$ cat src/rtl/rec_framer.sv
module rec_framer #(
  parameter logic [7:0] K_SOF  = 8'hFC,
  parameter logic [7:0] K_EOF  = 8'hBC,
  parameter logic [7:0] K_IDLE = 8'h3C
) (
  input  logic        clk,
  input  logic        rst_n,
  input  logic        enc_en,
  input  logic [7:0]  fill_byte,
  input  logic        hdr_valid,
  output logic        hdr_ready,
  input  logic [3:0]  hdr_trig,
  input  logic [7:0]  hdr_bcid,
  input  logic        hdr_nohit,
  input  logic        hit_valid,
  output logic        hit_ready,
  input  logic [6:0]  hit_col,
  input  logic [8:0]  hit_row,
  input  logic [3:0]  hit_tot_top,
  input  logic [3:0]  hit_tot_bot,
  input  logic        hit_last,
  input  logic        rb_valid,
  output logic        rb_ready,
  input  logic        rb_vonly,
  input  logic        rb_type,
  input  logic [14:0] rb_addr,
  input  logic [15:0] rb_value,
  input  logic        svc_valid,
  output logic        svc_ready,
  input  logic [15:0] svc_msg,
  output logic [7:0]  out_byte,
  output logic        out_k
);
  localparam logic [4:0] MARK  = 5'b11101;
  localparam logic [2:0] T_HDR = 3'b001;
  localparam logic [2:0] T_ADR = 3'b010;
  localparam logic [2:0] T_VAL = 3'b100;
  localparam logic [2:0] T_SVC = 3'b111;

  logic        is_comma, unit_enc, in_frame, svc_used, frame_done, pend;
  logic [1:0]  idx;
  logic [7:0]  ccode;
  logic [23:0] rec, pend_rec;

  logic        n_comma, n_pend, n_in_frame, n_svc_used, n_done;
  logic [7:0]  n_code;
  logic [23:0] n_rec, n_pend_rec;

  wire bnd = (is_comma && unit_enc) || (idx == 2'd2);
  wire [23:0] val_rec = {MARK, T_VAL, rb_value};

  always_comb begin
    hdr_ready = 1'b0; hit_ready = 1'b0; rb_ready = 1'b0; svc_ready = 1'b0;
    n_comma = 1'b1; n_code = K_IDLE; n_rec = rec;
    n_pend = 1'b0; n_pend_rec = pend_rec;
    n_in_frame = in_frame; n_svc_used = svc_used; n_done = frame_done;
    if (bnd) begin
      if (pend) begin
        n_comma = 1'b0;
        n_rec = pend_rec;
      end else if (in_frame) begin
        if (svc_valid && !svc_used) begin
          svc_ready = 1'b1; n_comma = 1'b0;
          n_rec = {MARK, T_SVC, svc_msg};
          n_svc_used = 1'b1;
        end else if (frame_done) begin
          n_code = K_EOF;
          n_in_frame = 1'b0;
        end else if (hit_valid) begin
          hit_ready = 1'b1; n_comma = 1'b0;
          n_rec = {hit_col, hit_row, hit_tot_top, hit_tot_bot};
          n_done = hit_last;
        end
      end else if (hdr_valid) begin
        hdr_ready = 1'b1;
        n_code = K_SOF;
        n_pend = 1'b1;
        n_pend_rec = {MARK, T_HDR, 4'b0000, hdr_trig, hdr_bcid};
        n_in_frame = 1'b1; n_svc_used = 1'b0; n_done = hdr_nohit;
      end else if (rb_valid) begin
        rb_ready = 1'b1; n_comma = 1'b0;
        if (rb_vonly) begin
          n_rec = val_rec;
        end else begin
          n_rec = {MARK, T_ADR, rb_type, rb_addr};
          n_pend = 1'b1;
          n_pend_rec = val_rec;
        end
      end else if (svc_valid) begin
        svc_ready = 1'b1; n_comma = 1'b0;
        n_rec = {MARK, T_SVC, svc_msg};
      end
    end
  end

  always_ff @(posedge clk) begin
    if (!rst_n) begin
      is_comma <= 1'b1; ccode <= K_IDLE; unit_enc <= 1'b1; idx <= 2'd0;
      rec <= '0; pend <= 1'b0; pend_rec <= '0;
      in_frame <= 1'b0; svc_used <= 1'b0; frame_done <= 1'b0;
    end else if (bnd) begin
      is_comma <= n_comma; ccode <= n_code; unit_enc <= enc_en; idx <= 2'd0;
      rec <= n_rec; pend <= n_pend; pend_rec <= n_pend_rec;
      in_frame <= n_in_frame; svc_used <= n_svc_used; frame_done <= n_done;
    end else begin
      idx <= idx + 2'd1;
    end
  end

  assign out_k = is_comma && unit_enc;
  always_comb begin
    if (is_comma)          out_byte = unit_enc ? ccode : fill_byte;
    else if (idx == 2'd0)  out_byte = rec[23:16];
    else if (idx == 2'd1)  out_byte = rec[15:8];
    else                   out_byte = rec[7:0];
  end
endmodule

$ cat config.mk
export PLATFORM = sky130hd
export DESIGN_NAME = rec_framer
export DESIGN_NICKNAME = d
export VERILOG_FILES = /design/src/rtl/rec_framer.sv
export SDC_FILE = /design/constraint.sdc
export NUM_CORES = 1
export LEC_CHECK = 0
export ABC_AREA = 1
export BUFFER_PORTS_ARGS = -buffer_cell sky130_fd_sc_hd__buf_2
export CORE_ASPECT_RATIO = 1.4
export CORE_MARGIN = 2
export CORE_UTILIZATION = 40
export CTS_CLUSTER_SIZE = 12
export DETAILED_ROUTE_END_ITERATION = 8
export PLACE_DENSITY = 0.68
export REMOVE_ABC_BUFFERS = 1
export SLEW_MARGIN = 10
export SYNTH_ARGS = -nofsm -noshare
export SYNTH_HDL_FRONTEND = slang
export SYNTH_SLANG_ARGS = --single-unit
$ cat constraint.sdc
create_clock -name clk -period 1.7 [get_ports clk]
set_clock_uncertainty 0.15 [all_clocks]
set_input_delay 0.255 -clock clk [delete_from_list [all_inputs] [get_ports clk]]
set_output_delay 0.255 -clock clk [all_outputs]
set_load 0.02 [all_outputs]
* Word-level counts from Yosys, hierarchy flattened
Cells that the tools add are included.
Widths: inputs -> output; s select.
** Cells by class
- Add/subtract/negate cells :: 1
- Equality and inequality tests :: 8
- Multiplexer cells :: 67
- Bitwise logic cells :: 3
- Reductions and logical operators :: 14
** Operators by type and width (count)
- $mux 24 :: 11
- $mux 8 :: 9
- $mux 1 :: 46
- $mux 19 :: 1
- $reduce_and 5->1 :: 2
- $ne 4x2->1 const B :: 2
- $reduce_and 4->1 :: 2
- $ne 2x2->1 const B :: 2
- $reduce_bool 2->1 :: 2
- $reduce_bool 4->1 :: 1
- $ne 3x1->1 const B :: 1
- $not 1->1 :: 3
- $add 2x1->2 const B :: 1
- $eq 2x1->1 const B :: 1
- $eq 2x2->1 const B :: 1
- $logic_and 1x1->1 :: 2
- $logic_not 2->1 :: 1
- $ne 2x1->1 const B :: 1
- $reduce_and 2->1 :: 1
- $reduce_or 2->1 :: 1
- $logic_not 1->1 :: 1
- $logic_or 1x1->1 :: 1
** Word-level totals
- Bits in registers :: 64
- Input port bits :: 102
- Output and inout bits :: 13
- Logic and storage cells :: 103

* Longest topological paths before layout
Gate-level depths: netlist of the first run.
- Depth in word-level cells :: 6
- Depth in mapped cells :: 10
- Gate-level depth less buffers :: 10

* Worst setup path after synthesis of the first run
OpenSTA, ideal clock, no wires.
- Kind :: register to output
- From :: register idx[1]
- To :: output port out_byte[7]
- Arrival :: 1469 ps
- Data required time :: 1295 ps
- Path slack :: -174 ps
- Cell stages (with the launch flop) :: 8
- Path buffers :: 0
- Cells stage by stage :: dfxtp_1 -> inv_1 -> ha_1 -> inv_1 -> nand2_1 -> a21oi_1 -> a21oi_1 -> o21ai_0
** Between the ends
- Word-level cells in the longest chain between the ends :: 4
- Elaborated cells on any way between the ends :: 5
- Classes of those cells :: eq/ne (1); mux (3); reduce/logical (1)
** RTL lines
- start, declared :: RTL line 41 : logic [1:0] idx;
- start signal, assigned :: RTL line 106 : idx <= idx + 2'd1;
- $eq 2x1->1 :: RTL line 114 : else if (idx == 2'd1) out_byte = rec[15:8];
- $mux 8 :: RTL line 114
- $mux 8 * :: RTL line 113 : else if (idx == 2'd0) out_byte = rec[23:16];
- $mux 8 * :: RTL line 112 : if (is_comma) out_byte = unit_enc ? ccode : fill_byte;
- end, declared :: RTL line 31 : output logic [7:0] out_byte,
Every way passes the cells marked *; elsewhere a longest branch is shown, timed or not.

* Final worst setup path of the first run
- From :: register idx[0]
- To :: output port out_byte[2]
Same word-level chain as after synthesis.

==> results by group, run 1 <==
Setup path
  – CP bufs+invs: 3
  – Required time of the critical path: 1290 ps
  – Worst Setup Start Kind: flop
  – CP max stage cell: dfxtp_4
  – Crit path max fanout: 5
  – Critical Path Max Stage Delay: 370 ps
  – CP Class: reg -> out
  – Worst setup startpoint: idx[0]
  – CP Data Arrival Time: 1510 ps
  – Top delay family on crit path: buffers and inverters
  – R2R depth: 11
  – Reg2reg end: rec[20]
  – Setup slack, reg-to-reg: -200 ps
  – Crit path capture type: primary output
  – WP depth: 6
  – Worst setup path end: out_byte[2]
  – Worst r2r src: idx[0]
  – Crit-path cells: inv_2 -> ha_2 -> buf_4 -> a21oi_1 -> a21oi_1 -> buf_4

Routing
  – WL per Instance: 15.0 µm
  – Drt initial violations: 258
  – Final wirelength: 12.1 mm
  – Pre-antenna DRT Iters: 4
  – Via density: 5.33
  – Final ANT Viol Nets: 0
  – Vias after detailed routing: 4,296
  – Drt drc: 0

Logic synthesis
  – Mapped Cells: 560
  – Syn Std Cell Area: 0.00339 mm²
  – Top-area cell type share of the netlist area: 31.3%
  – #FFs+latches synth: 53
  – Distinct cells, synth: 34
  – Seq/Total Area, Yosys: 31.3%
  – Synth area leader: dfxtp_1
  – Area contributors post-synth: dfxtp_1, nand2_1, a21oi_1
  – Avg Inst Size Synth: 6.06 µm²
  – Yosys warns: 0

GRT
  – Overflow after GRT: 0
  – Largest net degree at the start of global routing: 33
  – First-pass GRT wire length: 18.6 mm
  – Number of global-route vias before repair: 4,133
  – Initial antenna violation count: 0
  – Tot GR Track Use: 25.5%

STA
  – Max frequency: 521 MHz
  – Final Cycle Share: 113%
  – Endpoints failing setup: 54
  – Worst Tran Pin Value: 311 ps
  – Final hold violation count: 0
  – Slew headroom: 79.2%
  – Min cycle time layout: 1920 ps
  – TNS Setup: -6750 ps
  – Slew Limit Fails: 0
  – RSZ-0062 raised after global routing: true
  – Final worst setup slack: -218 ps

Placement
  – Port bufs: 114
  – Dpl cells: 783
  – Dpl hpwl: 8.76 mm
  – Routability congestion estimate: 0.852

Power and ir drop
  – Power Total: 8.64 mW
  – Worst vdd ir: 1170 µV
  – Pwr Density: 1800 mW/mm²
  – Leak: 2.32 nW

Final layout
  – Most common cell after layout, fill and taps aside: nand2_1
  – Fin util: 58.4%
  – ANT cells: 0
  – Multi-input gate area: 0.00219 mm²
  – # fillers: 783
  – Share of cells above drive strength 1: 32.5%
  – Storage cell area: 0.00107 mm²
  – Finished Layout Cells: 806
  – Most frequent cells in the layout: nand2_1, buf_2, a21oi_1, dfxtp_1, nor2_1
  – Fin nets: 808
  – Synthesis-to-finish area growth: 41.1%

Status
  – Failing checks: negative setup slack
  – Outcome: complete, but fails checks

Clocking
  – CTS Hold Buffers Added: 0
  – CTS buffer count: 5
  – Clk Tree Root Cell: clkbuf_16
  – Reg clk slew, reported paths: 80 ps
  – CTS tree: done
  – Sinks on Clock Net: 53
  – Clk_lat worst skew: 290 ps
  – H-tree depth: 2
  – CTS max path bufs: 2

Die
  – Height of the die: 113 µm
  – Initial Utilization: 41.4%
  – Std-Cell Rows: 39
  – # IOs: 115
  – Core region area: 0.00820 mm²
  – Die X: 81.8 µm
  – Die ar.: 0.00924 mm²

Hold path
  – Hold/Removal Path Class: in -> reg

Run
  – Max Cap Viol: 0
[how the worst min path moves through the flow]
stage	slack, ps	cells past startpoint	endpoint	start
2_1_floorplan	190	1	unit_enc	rst_n
3_3_place_gp	280	1	idx[0]	idx[0]
3_5_place_dp	290	1	idx[0]	idx[0]
4_1_cts	30	3	unit_enc	enc_en
5_1_grt	50	3	rec[20]	hit_col[3]
6_report	20	3	unit_enc	enc_en
[report_power, final]
group	switching [mW]	internal, mW
Sequential	0.317	1.70
Combinational	3.13	2.44
Clock	0.495	0.555
Total	3.94	4.70
[cell families (layout without fill, tap and decap cells)]
kind of cell / count (synthesis) / count (layout) / synth area share, %
AO/OA/AOI/OAI: 118 / 118 / 18.7
adder cells (fa/ha/maj): 3 / 3 / 1.11
buffers and inverters: 57 / 201 / 7.60
flip-flops: 53 / 53 / 31.3
AND/OR/NAND/NOR: 329 / 329 / 41.3
[state kept, by name, indices dropped and copies added (netlist names)]
signal,count
is_comma,1
ccode,2
idx,2
svc_used,1
frame_done,1
pend,1
pend_rec,19
in_frame,1
unit_enc,1
rec,24
[cell usage after synthesis, drive strengths merged]
cell type / instances
clkbuf: 9
nor3: 11
buf: 16
o21ai: 32
nor2: 58
o2111ai: 1
ha: 3
nand3: 23
nor3b: 1
o221ai: 1
a22oi: 2
or2: 5
clkinv: 2
inv: 30
o21a: 2
o22ai: 4
nand4: 8
dfxtp: 53
a21oi: 67
nand2: 223
o211ai: 9
[per-stage QoR]
step                area (µm²)  hold slack, ps  setup slack, ps
finish                    4790            23.2             -218
global placement          4220             280            -19.6
floorplan                 3250             189             -611
detailed placement        4220             292            -79.3
CTS                       4660            30.0             -210
global route              4790            52.2             -287
[per-layer routing]
metal	track usage (%)	routed length (µm)	vias up
met5	0	0	-
met4	8.56	259	0
met3	2.23	714	27
met2	47.8	6390	184
met1	29.3	4720	1968
li1	-	-	2117
[what timing repair did]
| action | in CTS | in global routing |
|---|---|---|
| endpoints found under the setup margin | 43 | 55 |
| buffers inserted | 9 | 1 |
| gates resized for setup | 49 | 29 |
| gates cloned | 4 | 1 |
| pin swaps | 12 | 7 |
[cell type report]
cell class / instances / share of cell area (%)
timing repair inverter: 1 / 0.105
inverter: 32 / 2.74
clock inverter: 3 / 0.523
timing repair buffer: 160 / 23.2
multi-input combinational: 450 / 45.8
tap: 102 / 2.67
sequential: 53 / 22.3
clock buffer: 5 / 2.61
[worst reg2reg max path, stage by stage, from the launching register on]
cell and delay [ps]:
dfxtp_4 370, inv_2 60, ha_2 180, inv_2 50, nand2_4 100, buf_6 110
nand3_4 80, nor2_4 180, buf_6 140, bufbuf_16 250, o21ai_0 70, nor2_1 90
(Power assumes the default switching activity.)
==> inputs of run 2 (changes only) <==
--- a/config.mk
+++ b/config.mk
@@ -10,6 +10,7 @@
 export CORE_ASPECT_RATIO = 1.4
 export CORE_MARGIN = 2
 export CORE_UTILIZATION = 40
+export CTS_BUF_LIST = sky130_fd_sc_hd__clkbuf_4 sky130_fd_sc_hd__clkbuf_8
 export CTS_CLUSTER_SIZE = 12
 export DETAILED_ROUTE_END_ITERATION = 8
 export PLACE_DENSITY = 0.68
==> run 2 against run 1 <==
Effect of this change:
- the flow still finishes with violations (negative setup slack)
- maximum frequency down 3.4%
- sequential power is essentially flat
- worst hold slack got worse by 0.52 ps
- largest cell class unchanged
- highest routed layer unchanged
==> results by group, run 2 (synthesized netlist as in run 1, its figures left out) <==
STA
  – Max frequency: 504 MHz
  – Slew headroom: 80.3%
  – Final Cycle Share: 117%
  – Slew Limit Fails: 0
  – Final worst setup slack: -286 ps
  – Final hold violation count: 0
  – TNS Setup: -9940 ps
  – Min cycle time layout: 1990 ps
  – Worst Tran Pin Value: 296 ps
  – Endpoints failing setup: 56
  – Worst hold slack: 22.6 ps
  – RSZ-0062 raised after global routing: true

Clocking
  – Clk Tree Root Cell: clkbuf_8
  – CTS buffer count: 5
  – CTS tree: done
  – H-tree depth: 2
  – Clk_lat worst skew: 310 ps
  – Sinks on Clock Net: 53
  – CTS max path bufs: 2
  – Reg clk slew, reported paths: 110 ps

Routing
  – Drt drc: 0
  – Pre-antenna DRT Iters: 5
  – Vias after detailed routing: 4,206
  – Via density: 5.22
  – Drt initial violations: 238
  – WL per Instance: 14.4 µm
  – Final ANT Viol Nets: 0
  – Final wirelength: 11.6 mm

Hold path
  – Hold/Removal Path Class: in -> reg
  – Critical hold path startpoint: hit_col[3]

GRT
  – First-pass GRT wire length: 18.1 mm
  – Number of global-route vias before repair: 4,045
  – Overflow after GRT: 0
  – Tot GR Track Use: 24.8%
  – Largest net degree at the start of global routing: 33
  – Initial antenna violation count: 0

Final layout
  – Most common cell after layout, fill and taps aside: nand2_1
  – ANT cells: 0
  – Finished Layout Cells: 805
  – Share of cells above drive strength 1: 30.9%
  – Fin nets: 807
  – Registers with the most flip-flops: rec (24), pend_rec (19)
  – Synthesis-to-finish area growth: 37.5%
  – Most flops, register: rec
  – Most frequent cells in the layout: nand2_1, buf_2, a21oi_1, nor2_1, dfxtp_1
  – Max FFs per register: 24

Placement
  – Routability congestion estimate: 0.852
  – Port bufs: 114
  – Dpl cells: 783
  – Dpl hpwl: 8.76 mm

Die
  – Die ar.: 0.00924 mm²
  – Initial Utilization: 41.4%
  – # IOs: 115
  – Height of the die: 113 µm
  – Die X: 81.8 µm
  – Core region area: 0.00820 mm²
  – Std-Cell Rows: 39

Power and ir drop
  – Worst vdd ir: 1060 µV
  – Power share of the sequential group: 25.2%
  – Net Sw Power: 3.77 mW
  – Internal: 4.26 mW
  – Pwr Density: 1720 mW/mm²
  – Switching part of the total: 46.9%
  – Leak: 2.25 nW
  – Clock power share: 9.3%
  – Logic pwr share: 65.5%

Status
  – Failing checks: negative setup slack
  – Outcome: complete, but fails checks

Setup path
  – CP Class: reg -> out
  – Worst r2r src: idx[0]
  – Worst setup startpoint: idx[1]
  – CP Data Arrival Time: 1580 ps
  – Required time of the critical path: 1290 ps
  – Crit path max fanout: 6
  – Worst Setup Start Kind: flop
  – Crit path capture type: primary output

Run
  – Max Cap Viol: 0
run 2: changes by cell type in the layout (fill, tap and decap cells not counted), sizes merged:
cell         before  now
buf             158  157
clkbuf            6    5
clkinv            4    3
dlygate4sd3       0    1
inv              31   32
run 2: repair_timing:
action,CTS,global route
hold endpoints to repair,1,0
gates cloned,2,1
hold buffers,1,0
pin swaps,3,7
resized for setup,37,32
buffers inserted,8,2
endpoints found under the setup margin,40,57
run 2: routing by layer:
layer  wire length (µm)  vias to the layer above  GRT usage (%)
met5                  0                        -              0
met4                208                        0           6.67
met3                498                       19           2.63
met2               6100                      142           46.0
met1               4820                     1931           29.4
li1                   -                     2114              -
run 2: layout make-up:
| class | count | area, µm² |
|---|---|---|
| sequential | 53 | 1070 |
| timing repair buffer | 159 | 1060 |
| multi-input combinational | 450 | 2170 |
| clock inverter | 3 | 25.0 |
| fill | 815 | 3530 |
| clock buffer | 5 | 68.8 |
| timing repair inverter | 1 | 6.26 |
| tap | 102 | 128 |
| inverter | 32 | 138 |
run 2: worst paths after layout:
check | to | slack, ps | cells after the start
max | out_byte[4] | -290 | 7
min | rec[20] | 20 | 3
max reg2reg | pend_rec[13] | -230 | 11
min reg2reg | idx[0] | 300 | 1
run 2: worst max-delay path, cell delays in order (launching register included):
cell      delay [ps]
dfxtp_2          370
inv_4             50
ha_4             170
buf_6            130
or2_4            220
o211ai_1          90
a21oi_1           90
buf_4            160
run 2: power by group through the flow:
stage	Combinational (mW)	Sequential (mW)	Clock [mW]
2_1_floorplan	2.58	2.00	0
3_3_place_gp	4.11	1.98	0
3_5_place_dp	4.18	1.99	0
4_1_cts	4.92	1.99	0.765
5_1_grt	5.74	2.06	0.812
6_report	5.25	2.02	0.749
run 2: stage by stage:
| stage | total power, mW | worst slack [ps] | utilization, % | area, µm² |
|---|---|---|---|---|
| 5_1_grt | 8.61 | -332 | 56.9 | 4660 |
| 6_report | 8.02 | -286 | 56.9 | 4660 |
| 3_3_place_gp | 6.09 | -19.6 | 51.4 | 4220 |
| 2_1_floorplan | 4.58 | -611 | - | 3250 |
| 3_5_place_dp | 6.17 | -79.3 | 51.4 | 4220 |
| 4_1_cts | 7.68 | -253 | 55.7 | 4570 |
